$ cat src/rtl/adc_demux_pkg.sv
package adc_demux_pkg;

   // two clocks per sample, two samples per pair
   localparam int unsigned PH_W = 2;
   typedef logic [PH_W-1:0] phase_t;

   localparam phase_t PH_PAIR_OPEN  = 2'd0;
   localparam phase_t PH_PAIR_CLOSE = 2'd2;

   function automatic logic is_slot_start(input phase_t ph);
      return ~ph[0];
   endfunction

endpackage

$ cat src/rtl/demux_phase_ctr.sv
module demux_phase_ctr
   import adc_demux_pkg::*;
(
   input  logic   clk,
   input  logic   rst_n,
   input  logic   sync,
   output phase_t phase,
   output logic   cap_stb,
   output logic   pair_open,
   output logic   pair_close
);

   phase_t ph_q;

   always_ff @(posedge clk or negedge rst_n) begin
      if (!rst_n)    ph_q <= '0;
      else if (sync) ph_q <= '0;
      else           ph_q <= ph_q + 1'b1;
   end

   assign phase      = ph_q;
   assign cap_stb    = ~sync & is_slot_start(ph_q);
   assign pair_open  = ~sync & (ph_q == PH_PAIR_OPEN);
   assign pair_close = ~sync & (ph_q == PH_PAIR_CLOSE);

   // a sync edge leaves the counter at its start phase
   a_r9_phase_restart: assert property (@(posedge clk) disable iff (!rst_n)
      sync |=> (ph_q == PH_PAIR_OPEN));

endmodule

$ cat src/rtl/demux_lane.sv
module demux_lane #(
   parameter int unsigned WORD_W = 13
) (
   input  logic              clk,
   input  logic              rst_n,
   input  logic              ndm,
   input  logic              cap_stb,
   input  logic              pair_open,
   input  logic              pair_close,
   input  logic [WORD_W-1:0] din,
   output logic [WORD_W-1:0] p_word,
   output logic [WORD_W-1:0] d_word,
   output logic              d_oe
);

   if (WORD_W < 2) begin : g_bad_width
      $error("demux_lane: WORD_W must hold a sample and its flag");
   end

   logic [WORD_W-1:0] early_q;

   always_ff @(posedge clk or negedge rst_n) begin
      if (!rst_n) begin
         p_word  <= '0;
         d_word  <= '0;
         early_q <= '0;
         d_oe    <= 1'b0;
      end else begin
         d_oe <= ~ndm;
         if (ndm) begin
            d_word <= '0;
            if (cap_stb) p_word <= din;
         end else begin
            if (pair_open) early_q <= din;
            if (pair_close) begin
               p_word <= din;
               d_word <= early_q;
            end
         end
      end
   end

   // a disabled delayed bus carries nothing
   a_r3_idle_dly_zero: assert property (@(posedge clk) disable iff (!rst_n)
      !d_oe |-> (d_word == '0));

   // in 1:2 mode the delayed bus moves only where a pair closes
   a_r4_dly_at_close: assert property (@(posedge clk) disable iff (!rst_n)
      ($past(rst_n) && !$past(ndm) && (d_word != $past(d_word))) |-> $past(pair_close));

   // in 1:1 mode the primary bus moves only at slot starts
   a_r2_prim_at_slot: assert property (@(posedge clk) disable iff (!rst_n)
      ($past(rst_n) && $past(ndm) && (p_word != $past(p_word))) |-> $past(cap_stb));

endmodule

$ cat src/rtl/demux_dclk_gen.sv
module demux_dclk_gen (
   input  logic clk,
   input  logic rst_n,
   input  logic sync,
   input  logic ndm,
   input  logic ph90,
   input  logic cap_stb,
   input  logic pair_open,
   input  logic pair_close,
   output logic dclk
);

   logic flip;

   always_comb begin
      if (ndm)       flip = cap_stb;
      else if (ph90) flip = pair_open;
      else           flip = pair_close;
   end

   always_ff @(posedge clk or negedge rst_n) begin
      if (!rst_n)    dclk <= 1'b0;
      else if (sync) dclk <= 1'b0;
      else if (flip) dclk <= ~dclk;
   end

   // in-line phase toggles only with a pair update
   a_r6_dclk_inline: assert property (@(posedge clk) disable iff (!rst_n)
      ($past(rst_n) && !$past(ndm) && !$past(ph90) && !$past(sync) && (dclk != $past(dclk)))
      |-> $past(pair_close));

   // mid-window phase toggles only at pair open
   a_r7_dclk_mid: assert property (@(posedge clk) disable iff (!rst_n)
      ($past(rst_n) && !$past(ndm) && $past(ph90) && !$past(sync) && (dclk != $past(dclk)))
      |-> $past(pair_open));

   // full-rate clock toggles at every slot start
   a_r8_dclk_full: assert property (@(posedge clk) disable iff (!rst_n)
      (ndm && cap_stb) |=> (dclk != $past(dclk)));

   // sync forces the clock low
   a_r9_dclk_low: assert property (@(posedge clk) disable iff (!rst_n)
      sync |=> !dclk);

endmodule

$ cat src/rtl/adc_out_demux.sv
module adc_out_demux #(
   parameter int unsigned SMP_W = 12
) (
   input  logic             clk,
   input  logic             rst_n,
   input  logic [SMP_W-1:0] smp_in,
   input  logic             smp_ovr,
   input  logic             ndm_sel,
   input  logic             ddr_ph90,
   input  logic             dclk_sync,
   output logic [SMP_W-1:0] bus_p,
   output logic             bus_p_ovr,
   output logic [SMP_W-1:0] bus_d,
   output logic             bus_d_ovr,
   output logic             bus_d_oe,
   output logic             dclk_out
);
   import adc_demux_pkg::*;

   localparam int unsigned WORD_W = SMP_W + 1;

   if (SMP_W < 1 || SMP_W > 32) begin : g_bad_smp_w
      $error("adc_out_demux: SMP_W out of range");
   end

   phase_t phase;
   logic   cap_stb, pair_open, pair_close;
   logic [WORD_W-1:0] in_word, p_word, d_word;

   assign in_word = {smp_ovr, smp_in};

   demux_phase_ctr u_ph (
      .clk        (clk),
      .rst_n      (rst_n),
      .sync       (dclk_sync),
      .phase      (phase),
      .cap_stb    (cap_stb),
      .pair_open  (pair_open),
      .pair_close (pair_close)
   );

   demux_lane #(.WORD_W(WORD_W)) u_lane (
      .clk        (clk),
      .rst_n      (rst_n),
      .ndm        (ndm_sel),
      .cap_stb    (cap_stb),
      .pair_open  (pair_open),
      .pair_close (pair_close),
      .din        (in_word),
      .p_word     (p_word),
      .d_word     (d_word),
      .d_oe       (bus_d_oe)
   );

   demux_dclk_gen u_dclk (
      .clk        (clk),
      .rst_n      (rst_n),
      .sync       (dclk_sync),
      .ndm        (ndm_sel),
      .ph90       (ddr_ph90),
      .cap_stb    (cap_stb),
      .pair_open  (pair_open),
      .pair_close (pair_close),
      .dclk       (dclk_out)
   );

   assign bus_p     = p_word[SMP_W-1:0];
   assign bus_p_ovr = p_word[SMP_W];
   assign bus_d     = d_word[SMP_W-1:0];
   assign bus_d_ovr = d_word[SMP_W];

   // in steady 1:2 mode both buses land in the same cycle
   a_r4_pair_together: assert property (@(posedge clk) disable iff (!rst_n)
      ($past(rst_n) && !$past(ndm_sel) && (bus_p != $past(bus_p)))
      |-> (phase == (PH_PAIR_CLOSE + 2'd1)));

   // flag never outruns a disabled delayed bus
   a_r5_flag_idle: assert property (@(posedge clk) disable iff (!rst_n)
      !bus_d_oe |-> !bus_d_ovr);

endmodule

$ cat config.mk
export PLATFORM = sky130hd
export DESIGN_NAME = adc_out_demux
export DESIGN_NICKNAME = d
export VERILOG_FILES = /design/src/rtl/adc_demux_pkg.sv /design/src/rtl/demux_phase_ctr.sv /design/src/rtl/demux_lane.sv /design/src/rtl/demux_dclk_gen.sv /design/src/rtl/adc_out_demux.sv
export SDC_FILE = /design/constraint.sdc
export NUM_CORES = 1
export LEC_CHECK = 0
export BUFFER_PORTS_ARGS = -buffer_cell sky130_fd_sc_hd__clkbuf_2
export CAP_MARGIN = 15
export CORE_MARGIN = 2
export CORE_UTILIZATION = 50
export DETAILED_ROUTE_END_ITERATION = 6
export MAX_ROUTING_LAYER = met4
export PLACE_DENSITY_LB_ADDON = 0.12
export SKIP_LAST_GASP = 1
export SYNTH_ARGS = -nofsm -noshare
export SYNTH_HDL_FRONTEND = slang
export SYNTH_SLANG_ARGS = --single-unit
$ cat constraint.sdc
create_clock -name clk -period 2.2 [get_ports clk]
set_input_delay 0.22 -clock clk [delete_from_list [all_inputs] [get_ports clk]]
set_output_delay 0.22 -clock clk [all_outputs]
set_load 0.02 [all_outputs]
Word-level counts from Yosys, hierarchy flattened
Cells that the tools add are included.
{ "op_classes": {"n_addsub": 1, "n_mul": 0, "div_mod_pow": 0, "order_cmp": 0, "n_eq_ne": 2, "shift": 0, "muxes": 10, "n_bitwise": 7, "n_reduce_logical": 5} }
{ "ops": {"columns": ["operator", "n"], "rows": [
  ["$mux 13", 5],
  ["$mux 1", 4],
  ["$not 1->1", 4],
  ["$reduce_and 2->1", 2],
  ["$reduce_bool 2->1", 2],
  ["$and 1x1->1", 3],
  ["$add 2x1->2 const B", 1],
  ["$eq 2x2->1 const B", 1],
  ["$logic_not 2->1", 1],
  ["$mux 2", 1],
  ["$ne 2x1->1 const B", 1]
]} }
{ "word_totals": {"regBits": 43, "latch_bits": 0, "ramBits": 0, "romBits": 0, "in_bits": 18, "output_inout_bits": 28, "elab_cells": 31, "n_memories": 0} }

Longest topological paths before layout
Gate-level depths: netlist (run 1).
{ "logic_depth": {"depth_word": 6, "depth_mapped": 6, "mapped_depth_nobuf": 5} }

Hierarchy
A second synthesis (run 1) with hierarchy kept.
{ "hier_totals": {"cells_unflattened": 119, "area_unflattened_um2": 1771.7} }
{ "by_module_without_submodules": {"columns": ["mod", "n_inst", "cells_per_inst", "area_per_inst_um2", "seq_area_each_um2"], "rows": [
  ["demux_lane", 1, 101, 1591.5, 1001.0],
  ["demux_phase_ctr", 1, 10, 105.1, 50.0],
  ["demux_dclk_gen", 1, 8, 75.1, 25.0]
]} }

Least setup slack after synthesis (run 1)
OpenSTA, ideal clock, no wires.
{ "synth_path": {"path_kind": "register -> register", "start": "register u_ph.ph_q[0], in the netlist u_ph.phase[0]", "end": "register u_lane.p_word[0]", "setup_ns": 0.125, "t_arrival_ns": 1.415, "path_slack_ns": 0.660, "path_stages_with_launch": 6, "period_less_slack_ns": 1.540, "cell_sequence": "dfrtp_1 > inv_1 > ha_1 > o21ai_2 > buf_6 > mux2_4"} }
{ "synth_via": {"elab_chain_len": 4, "elab_cells_between_ends": 7, "cone_classes": "eq/ne: 2; bitwise: 3; reduce/logical: 2"} }
{ "synth_lines": {"columns": ["element", "line_no", "text"], "rows": [
  ["start: declaration", "demux_phase_ctr.sv:13", "phase_t ph_q;"],
  ["start signal: assignment", "demux_phase_ctr.sv:18", "else ph_q <= ph_q + 1'b1;"],
  ["$eq 2x2->1 or $not 1->1 (tied branches)", "demux_phase_ctr.sv:24, adc_demux_pkg.sv:11", null],
  ["$and 1x1->1 (on tied branches)", "demux_phase_ctr.sv:24, demux_phase_ctr.sv:22", null],
  ["$reduce_bool 2->1 (no line) or $ne 2x1->1 (tied branches)", null, null],
  ["$reduce_and 2->1 (no line) *", null, null],
  ["end signal: assignment", "demux_lane.sv:32", "if (cap_stb) p_word <= din;"],
  ["end signal: assignment", "demux_lane.sv:36", "p_word <= din;"],
  ["end: declaration", "demux_lane.sv:11", "output logic [WORD_W-1:0] p_word,"]
]} }
Mark *: on every way between the ends. The rest lies on a longest branch, timed or not.
A chain may end at the register's enable or synchronous reset.

Worst setup path in the final report (run 1)
{ "layout_path": {"start": "register u_ph.ph_q[0], in the netlist u_ph.phase[0]", "end": "register u_lane.p_word[10]"} }
Same word-level chain as after synthesis.

==> results.py, run 1 <==
metrics = {
    "status": {
        "status": "finished, final reports clean",
    },
    "global_routing": {
        "grt_pass1_wl_mm": 5.62,
        "grt_antenna_before_repair": 0,
        "global_route.usage.total_pct": 18.7,
        "overflow": 0,
        "grt_pass1_vias": 1149,
        "grt_max_degree": 44,
    },
    "routing": {
        "detail_route.iter0.violations": 75,
        "routedWlPerCell_um": 14.4,
        "avgViaCountPerCell": 4.97,
        "postRouteAntennaNets": 0,
        "drt_wl_total_mm": 3.28,
        "drcViolationCount": 0,
        "drt_pre_antenna_iters": 4,
        "dr_total_vias": 1134,
    },
    "sta": {
        "final.min_clock_period_ns": 1.70,
        "worst-slew-pin-transition_ns": 0.519,
        "setup_viol": 0,
        "max_freq_mhz": 588,
        "skew_ns": 0.00220,
        "hold_viol_final": 0,
        "max-slew-margin-rel_pct": 65.4,
        "timing.final.crit_share_pct": 77.3,
        "rsz0062_at_grt": "no",
        "final.setup.tns_ns": 0,
        "drv_slew": 0,
    },
    "final_layout": {
        "n_antenna_cell": 0,
        "utilization_pct": 62.4,
        "area_growth_pct": 17.9,
        "layout.nets": 202,
        "drive_gt1_share_pct": 45.6,
    },
    "critical_path": {
        "worst_ep_required_time_ns": 2.44,
        "cp_num_buf_inv": 2,
        "cp_data_arrival_time_ns": 1.94,
        "setup.worst_path.end_class": "register",
        "critical_path.slowest_cell": "sky130_fd_sc_hd__dfrtp_1",
        "path_depth": 5,
        "ws_path_type": "reg -> reg",
        "slowest_delay_ns": 0.47,
        "crit_chain": "inv_1, ha_1, o21ai_2, buf_4, mux2_2",
        "worst-r2r-cell-count": 5,
        "worstSetupStartpointType": "register",
        "critical-path-top-delay-family": "flip-flops",
        "worstPathMaxFanout": 13,
    },
    "yosys": {
        "post_synthesis_cell_area_mm2": 0.00181,
        "ys_seq_elements": 43,
        "synth.lib_cells_used.distinct": 23,
        "number_of_enable_type_register_cells_in_the_synthesized_netlist": 0,
        "seq_area_frac_synth_pct": 59.5,
        "synth.avg_cell_area_um2": 13.6,
        "ys.flop_type": "sky130_fd_sc_hd__dfrtp_1",
        "synth.net_count": 153,
        "synthCells": 133,
        "synth-warning-count": 0,
        "synthArstFlopShare_pct": 100,
    },
    "clock_tree": {
        "cts.htree.levels": 2,
        "clock_sink_total": 43,
        "clk_transition_reported_paths_ns": 0.11,
        "cts_root_buf": "sky130_fd_sc_hd__clkbuf_4",
        "cts_setup_buffers": 0,
        "cts_made_buffers": 5,
        "clock_latency_ns": 0.34,
        "clock_tree_from_tritoncts": "built",
        "cts_max_path_buffers": 2,
    },
    "placement": {
        "dp.final_hpwl_mm": 2.29,
        "io_buffers": 45,
        "routabilityCongestion": 0.779,
    },
    "die": {
        "die_w_um": 64.1,
        "dieHeight_um": 64.1,
        "initial_utilization_pct": 52.9,
        "num_io_pins": 46,
        "full_die_area_mm2": 0.00411,
        "core_mm2": 0.00342,
        "floorplan.rows": 21,
    },
    "min_path": {
        "holdPathStages": 2,
        "hold_path_class": "in -> reg",
    },
    "pwr": {
        "ir_worst_vdd_v": 0.000597,
        "cellPowerDensity_mw_per_mm2": 877,
        "power_leakage_nw": 1.07,
    },
    "job": {
        "timing.max_cap.violations": 0,
    },
}
## report_power, final
group / internal (mW) / switching (mW)
clock network: 0.234 / 0.236
logic: 0.210 / 0.201
registers: 0.914 / 0.0742
total: 1.36 / 0.511
## routing by layer
layer	routed length (um)	global-route usage [%]
met2	1530	28.0
met5	0	-
met4	57	7.18
met3	166	4.40
met1	1520	25.0
## cells in the final DEF (no fill, tap or decap)
cell                            Yosys  final
sky130_fd_sc_hd__a2111oi_0          1      1
sky130_fd_sc_hd__a21oi_1           13     13
sky130_fd_sc_hd__a21oi_2            1      1
sky130_fd_sc_hd__a311o_1            1      1
sky130_fd_sc_hd__and2_4             1      1
sky130_fd_sc_hd__and2b_1            2      2
sky130_fd_sc_hd__buf_4              0      2
sky130_fd_sc_hd__bufinv_16          0      1
sky130_fd_sc_hd__clkbuf_1           1      1
sky130_fd_sc_hd__clkbuf_2           0     45
sky130_fd_sc_hd__clkbuf_4           0      5
sky130_fd_sc_hd__dfrtp_1           43     43
sky130_fd_sc_hd__dlygate4sd3_1      0      1
sky130_fd_sc_hd__ha_1               2      2
sky130_fd_sc_hd__inv_1              3      3
sky130_fd_sc_hd__mux2_2             6      6
sky130_fd_sc_hd__mux2_4            20     20
sky130_fd_sc_hd__mux2i_1            1      1
sky130_fd_sc_hd__nand2_1           27     27
sky130_fd_sc_hd__nand2b_1           1      1
sky130_fd_sc_hd__nand4b_1           1      1
sky130_fd_sc_hd__nor2_1             1      1
sky130_fd_sc_hd__nor2_2             1      1
sky130_fd_sc_hd__o21ai_2            1      1
sky130_fd_sc_hd__or4b_1             1      1
## sequential cells by signal, summed over array words and instances, names as in the netlist
| signal | count |
|---|---|
| u_lane.d_word | 13 |
| u_lane.early_q | 13 |
| u_lane.d_oe | 1 |
| u_ph.phase | 2 |
| u_dclk.dclk | 1 |
| u_lane.p_word | 13 |
## cells by family after synthesis
kind of cell	count (synthesis)	synth area share (%)
flip-flops	43	59.5
adder cells (fa/ha/maj)	2	1.38
AO/OA/AOI/OAI	17	5.61
buffers and inverters	9	3.74
multiplexers	27	20.9
AND/OR/NAND/NOR	35	8.86
## area by class of cell
cell class	count	area (um2)
Fill cell	282	1280
Sequential cell	43	1080
Multi-Input combinational cell	81	664
Timing Repair Buffer	48	250
Tap cell	46	57.6
Clock buffer	6	41.3
Clock inverter	1	30.0
Inverter	3	11.3
## synth_stat cells (2+ instances only)
| library cell | instances | share of area [%] |
|---|---|---|
| sky130_fd_sc_hd__dfrtp_1 | 43 | 60 |
| sky130_fd_sc_hd__nand2_1 | 27 | 5.6 |
| sky130_fd_sc_hd__mux2_4 | 20 | 17 |
| sky130_fd_sc_hd__a21oi_1 | 13 | 3.6 |
| sky130_fd_sc_hd__mux2_2 | 6 | 3.7 |
| sky130_fd_sc_hd__inv_1 | 3 | 0.62 |
| sky130_fd_sc_hd__and2b_1 | 2 | 0.83 |
| sky130_fd_sc_hd__buf_2 | 2 | 0.55 |
| sky130_fd_sc_hd__buf_6 | 2 | 1.2 |
| sky130_fd_sc_hd__ha_1 | 2 | 1.4 |
## metrics by stage
stage | cell area (um2) | power, mW | cells | setup WS, ns | hold WS [ns]
CTS | 2130 | 1.88 | 228 | 0.499 | 0.112
global placement | 2050 | 1.40 | 220 | 0.614 | 0.309
global route | 2130 | 1.97 | 228 | 0.384 | 0.0968
floorplan | 1810 | 1.28 | 133 | 0.660 | -0.0756
finish | 2130 | 1.87 | 228 | 0.500 | 0.119
detailed placement | 2050 | 1.42 | 220 | 0.514 | 0.315
## path summary, 6_finish.rpt
kind                                                       to  slack (ns)                     startpoint
worst max-delay path            u_lane.p_word[10]$_DFFE_PN0P_        0.50        u_ph.phase[0]$_DFF_PN0_
worst min-delay path            u_lane.early_q[7]$_DFFE_PN0P_        0.12                      smp_in[7]
worst max register to register  u_lane.p_word[10]$_DFFE_PN0P_        0.50        u_ph.phase[0]$_DFF_PN0_
worst min register to register  u_lane.p_word[11]$_DFFE_PN0P_        0.52  u_lane.p_word[11]$_DFFE_PN0P_
max in group asynchronous        u_lane.d_word[3]$_DFFE_PN0P_        1.38                          rst_n
min in group asynchronous       u_lane.early_q[4]$_DFFE_PN0P_        0.45                          rst_n
## repair_timing
action                                  4_1_cts  5_1_grt
hold buffers                                  1        0
gates resized for setup                       0        0
endpoints found under the hold margin        43        0
endpoints found under the setup margin        0        0
Note: power is estimated with default switching activity, not from simulation.
==> inputs of run 2 (changes only) <==
--- a/config.mk
+++ b/config.mk
@@ -8,7 +8,7 @@
 export BUFFER_PORTS_ARGS = -buffer_cell sky130_fd_sc_hd__clkbuf_2
 export CAP_MARGIN = 15
 export CORE_MARGIN = 2
-export CORE_UTILIZATION = 50
+export CORE_UTILIZATION = 47
 export DETAILED_ROUTE_END_ITERATION = 6
 export MAX_ROUTING_LAYER = met4
 export PLACE_DENSITY_LB_ADDON = 0.12
==> constraint.sdc (replaced) <==
create_clock -name clk -period 1.5 [get_ports clk]
set_input_delay 0.15 -clock clk [delete_from_list [all_inputs] [get_ports clk]]
set_output_delay 0.15 -clock clk [all_outputs]
set_load 0.02 [all_outputs]
==> results.py, run 2 (same netlist as run 1, synthesis figures left out) <==
metrics = {
    "final_layout": {
        "drive_gt1_share_pct": 47.9,
        "n_antenna_cell": 0,
        "multi_input_gate_area_in_the_final_layout_um2": 667,
        "sequential_standard_cell_area_mm2": 0.00108,
        "stdcell_count": 236,
        "area_growth_pct": 23.6,
        "mostFrequentLayoutCells": "45 x sky130_fd_sc_hd__clkbuf_2, 43 x sky130_fd_sc_hd__dfrtp_1, 27 x sky130_fd_sc_hd__nand2_1",
        "layout.filler_cells": 340,
        "layout.cells.most_common": "sky130_fd_sc_hd__clkbuf_2",
        "largest_registers": "u_lane.d_word: 13 flops, u_lane.early_q: 13 flops, u_lane.p_word: 13 flops",
        "layout.nets": 207,
    },
    "global_routing": {
        "gr-usage-met3_pct": 5.62,
        "grt_pass1_vias": 1127,
        "grt_pass1_wl_mm": 5.60,
        "overflow": 0,
        "grt_max_degree": 44,
        "grt_antenna_before_repair": 0,
        "grt.met1_usage_pct": 24.3,
        "global_route.usage.total_pct": 18.1,
        "met2_resource_use_gr_pct": 27.0,
        "globalRoute.busiestLayer": "met2",
    },
    "routing": {
        "drt_pre_antenna_iters": 4,
        "avgViaCountPerCell": 4.89,
        "detail_route.iter0.violations": 71,
        "drt_wl_total_mm": 3.43,
        "drcViolationCount": 0,
        "postRouteAntennaNets": 0,
        "routedWlPerCell_um": 14.5,
        "dr_total_vias": 1153,
    },
    "die": {
        "dieHeight_um": 66.0,
        "floorplan.rows": 22,
        "core_mm2": 0.00369,
        "full_die_area_mm2": 0.00436,
        "initial_utilization_pct": 49.0,
        "num_io_pins": 46,
        "die_w_um": 66.0,
    },
    "sta": {
        "drv_slew": 0,
        "max_freq_mhz": 704,
        "timing.final.crit_share_pct": 94.7,
        "final.setup.tns_ns": 0,
        "hold_viol_final": 0,
        "setup_viol": 0,
        "final.setup.worst_slack_ns": 0.0797,
        "rsz0062_at_grt": "no",
        "final.min_clock_period_ns": 1.42,
        "worst-slew-pin-transition_ns": 0.535,
        "worst_hold_slack_ns": 0.0968,
        "max-slew-margin-rel_pct": 64.3,
        "skew_ns": 0.00495,
    },
    "critical_path": {
        "worst_ep_required_time_ns": 1.68,
        "worstSetupStartpointType": "register",
        "worstPathMaxFanout": 13,
        "ws_path_type": "reg -> reg",
        "cp_data_arrival_time_ns": 1.60,
        "setup.worst_path.end_class": "register",
    },
    "status": {
        "status": "finished, final reports clean",
    },
    "placement": {
        "dp.final_hpwl_mm": 2.39,
        "io_buffers": 45,
        "routabilityCongestion": 0.738,
        "numPlacedInstances": 227,
        "dpl_worst_slack_ns": 0.0947,
    },
    "pwr": {
        "power_leakage_nw": 1.12,
        "fin_total_pwr_mw": 3.11,
        "cellPowerDensity_mw_per_mm2": 1390,
        "ir_worst_vdd_v": 0.000712,
    },
    "clock_tree": {
        "clock_latency_ns": 0.29,
        "clk_transition_reported_paths_ns": 0.08,
        "cts_made_buffers": 5,
        "clock_sink_total": 43,
        "clock_tree_from_tritoncts": "built",
        "cts.htree.levels": 2,
        "cts_root_buf": "sky130_fd_sc_hd__clkbuf_8",
        "cts_setup_buffers": 0,
        "cts_resized": 0,
        "cts_max_path_buffers": 2,
    },
    "job": {
        "timing.max_cap.violations": 0,
    },
    "min_path": {
        "hold_path_class": "in -> reg",
    },
}
[run 2: changes by cell type in the layout (fill, tap and decap cells not counted), sizes merged]
cell	before	now
bufinv	1	2
buf	2	7
[run 2: worst paths after layout]
| path | startpoint | to | slack, ns | cells past startpoint |
|---|---|---|---|---|
| setup reg to reg | u_ph.phase[0]$_DFF_PN0_ | u_lane.early_q[0]$_DFFE_PN0P_ | 0.08 | 4 |
| max in group asynchronous | rst_n | u_lane.p_word[11]$_DFFE_PN0P_ | 0.67 | 3 |
| setup / recovery | u_ph.phase[0]$_DFF_PN0_ | u_lane.early_q[0]$_DFFE_PN0P_ | 0.08 | 4 |
| hold / removal | smp_in[0] | u_lane.p_word[0]$_DFFE_PN0P_ | 0.1 | 2 |
| min in group asynchronous | rst_n | u_lane.d_word[5]$_DFFE_PN0P_ | 0.45 | 3 |
| hold reg to reg | u_lane.p_word[10]$_DFFE_PN0P_ | u_lane.p_word[10]$_DFFE_PN0P_ | 0.51 | 1 |
[run 2: stage by stage]
step	cell area, um2	util (%)
after floorplan	1810	-
after global placement	2090	56.7
after detailed placement	2090	56.7
after CTS	2230	60.6
after global routing	2230	60.6
final	2230	60.6
[run 2: power by group]
| group | internal, mW | switching [mW] |
|---|---|---|
| Combinational | 0.318 | 0.298 |
| Clock | 0.665 | 0.384 |
| Sequential | 1.34 | 0.103 |
[run 2: routing by layer]
metal / part of all wire [%] / wire, um / vias up
li1: - / - / 552
met1: 46 / 1570 / 568
met2: 49 / 1670 / 31
met3: 5.1 / 175 / 2
met4: 0.35 / 12 / 0
met5: 0 / 0 / -
[run 2: layout make-up]
class                           count  share of cell area, %
Sequential cell                    43                   48.2
Multi-Input combinational cell     81                   29.8
Timing Repair Buffer               53                   12.9
Clock buffer                        6                   3.25
Clock inverter                      2                   2.69
Tap cell                           48                   2.69
Inverter                            3                  0.504
[run 2: what timing repair did]
item	CTS	global route
setup endpoints to repair	0	0
hold buffers	1	0
hold endpoints to repair	43	0
[run 2: critical path, stage by stage, from the launching register on]
cell and delay (ns):
sky130_fd_sc_hd__dfrtp_1 0.38, sky130_fd_sc_hd__inv_1 0.08, sky130_fd_sc_hd__ha_1 0.17, sky130_fd_sc_hd__and2_4 0.31
sky130_fd_sc_hd__mux2_2 0.37
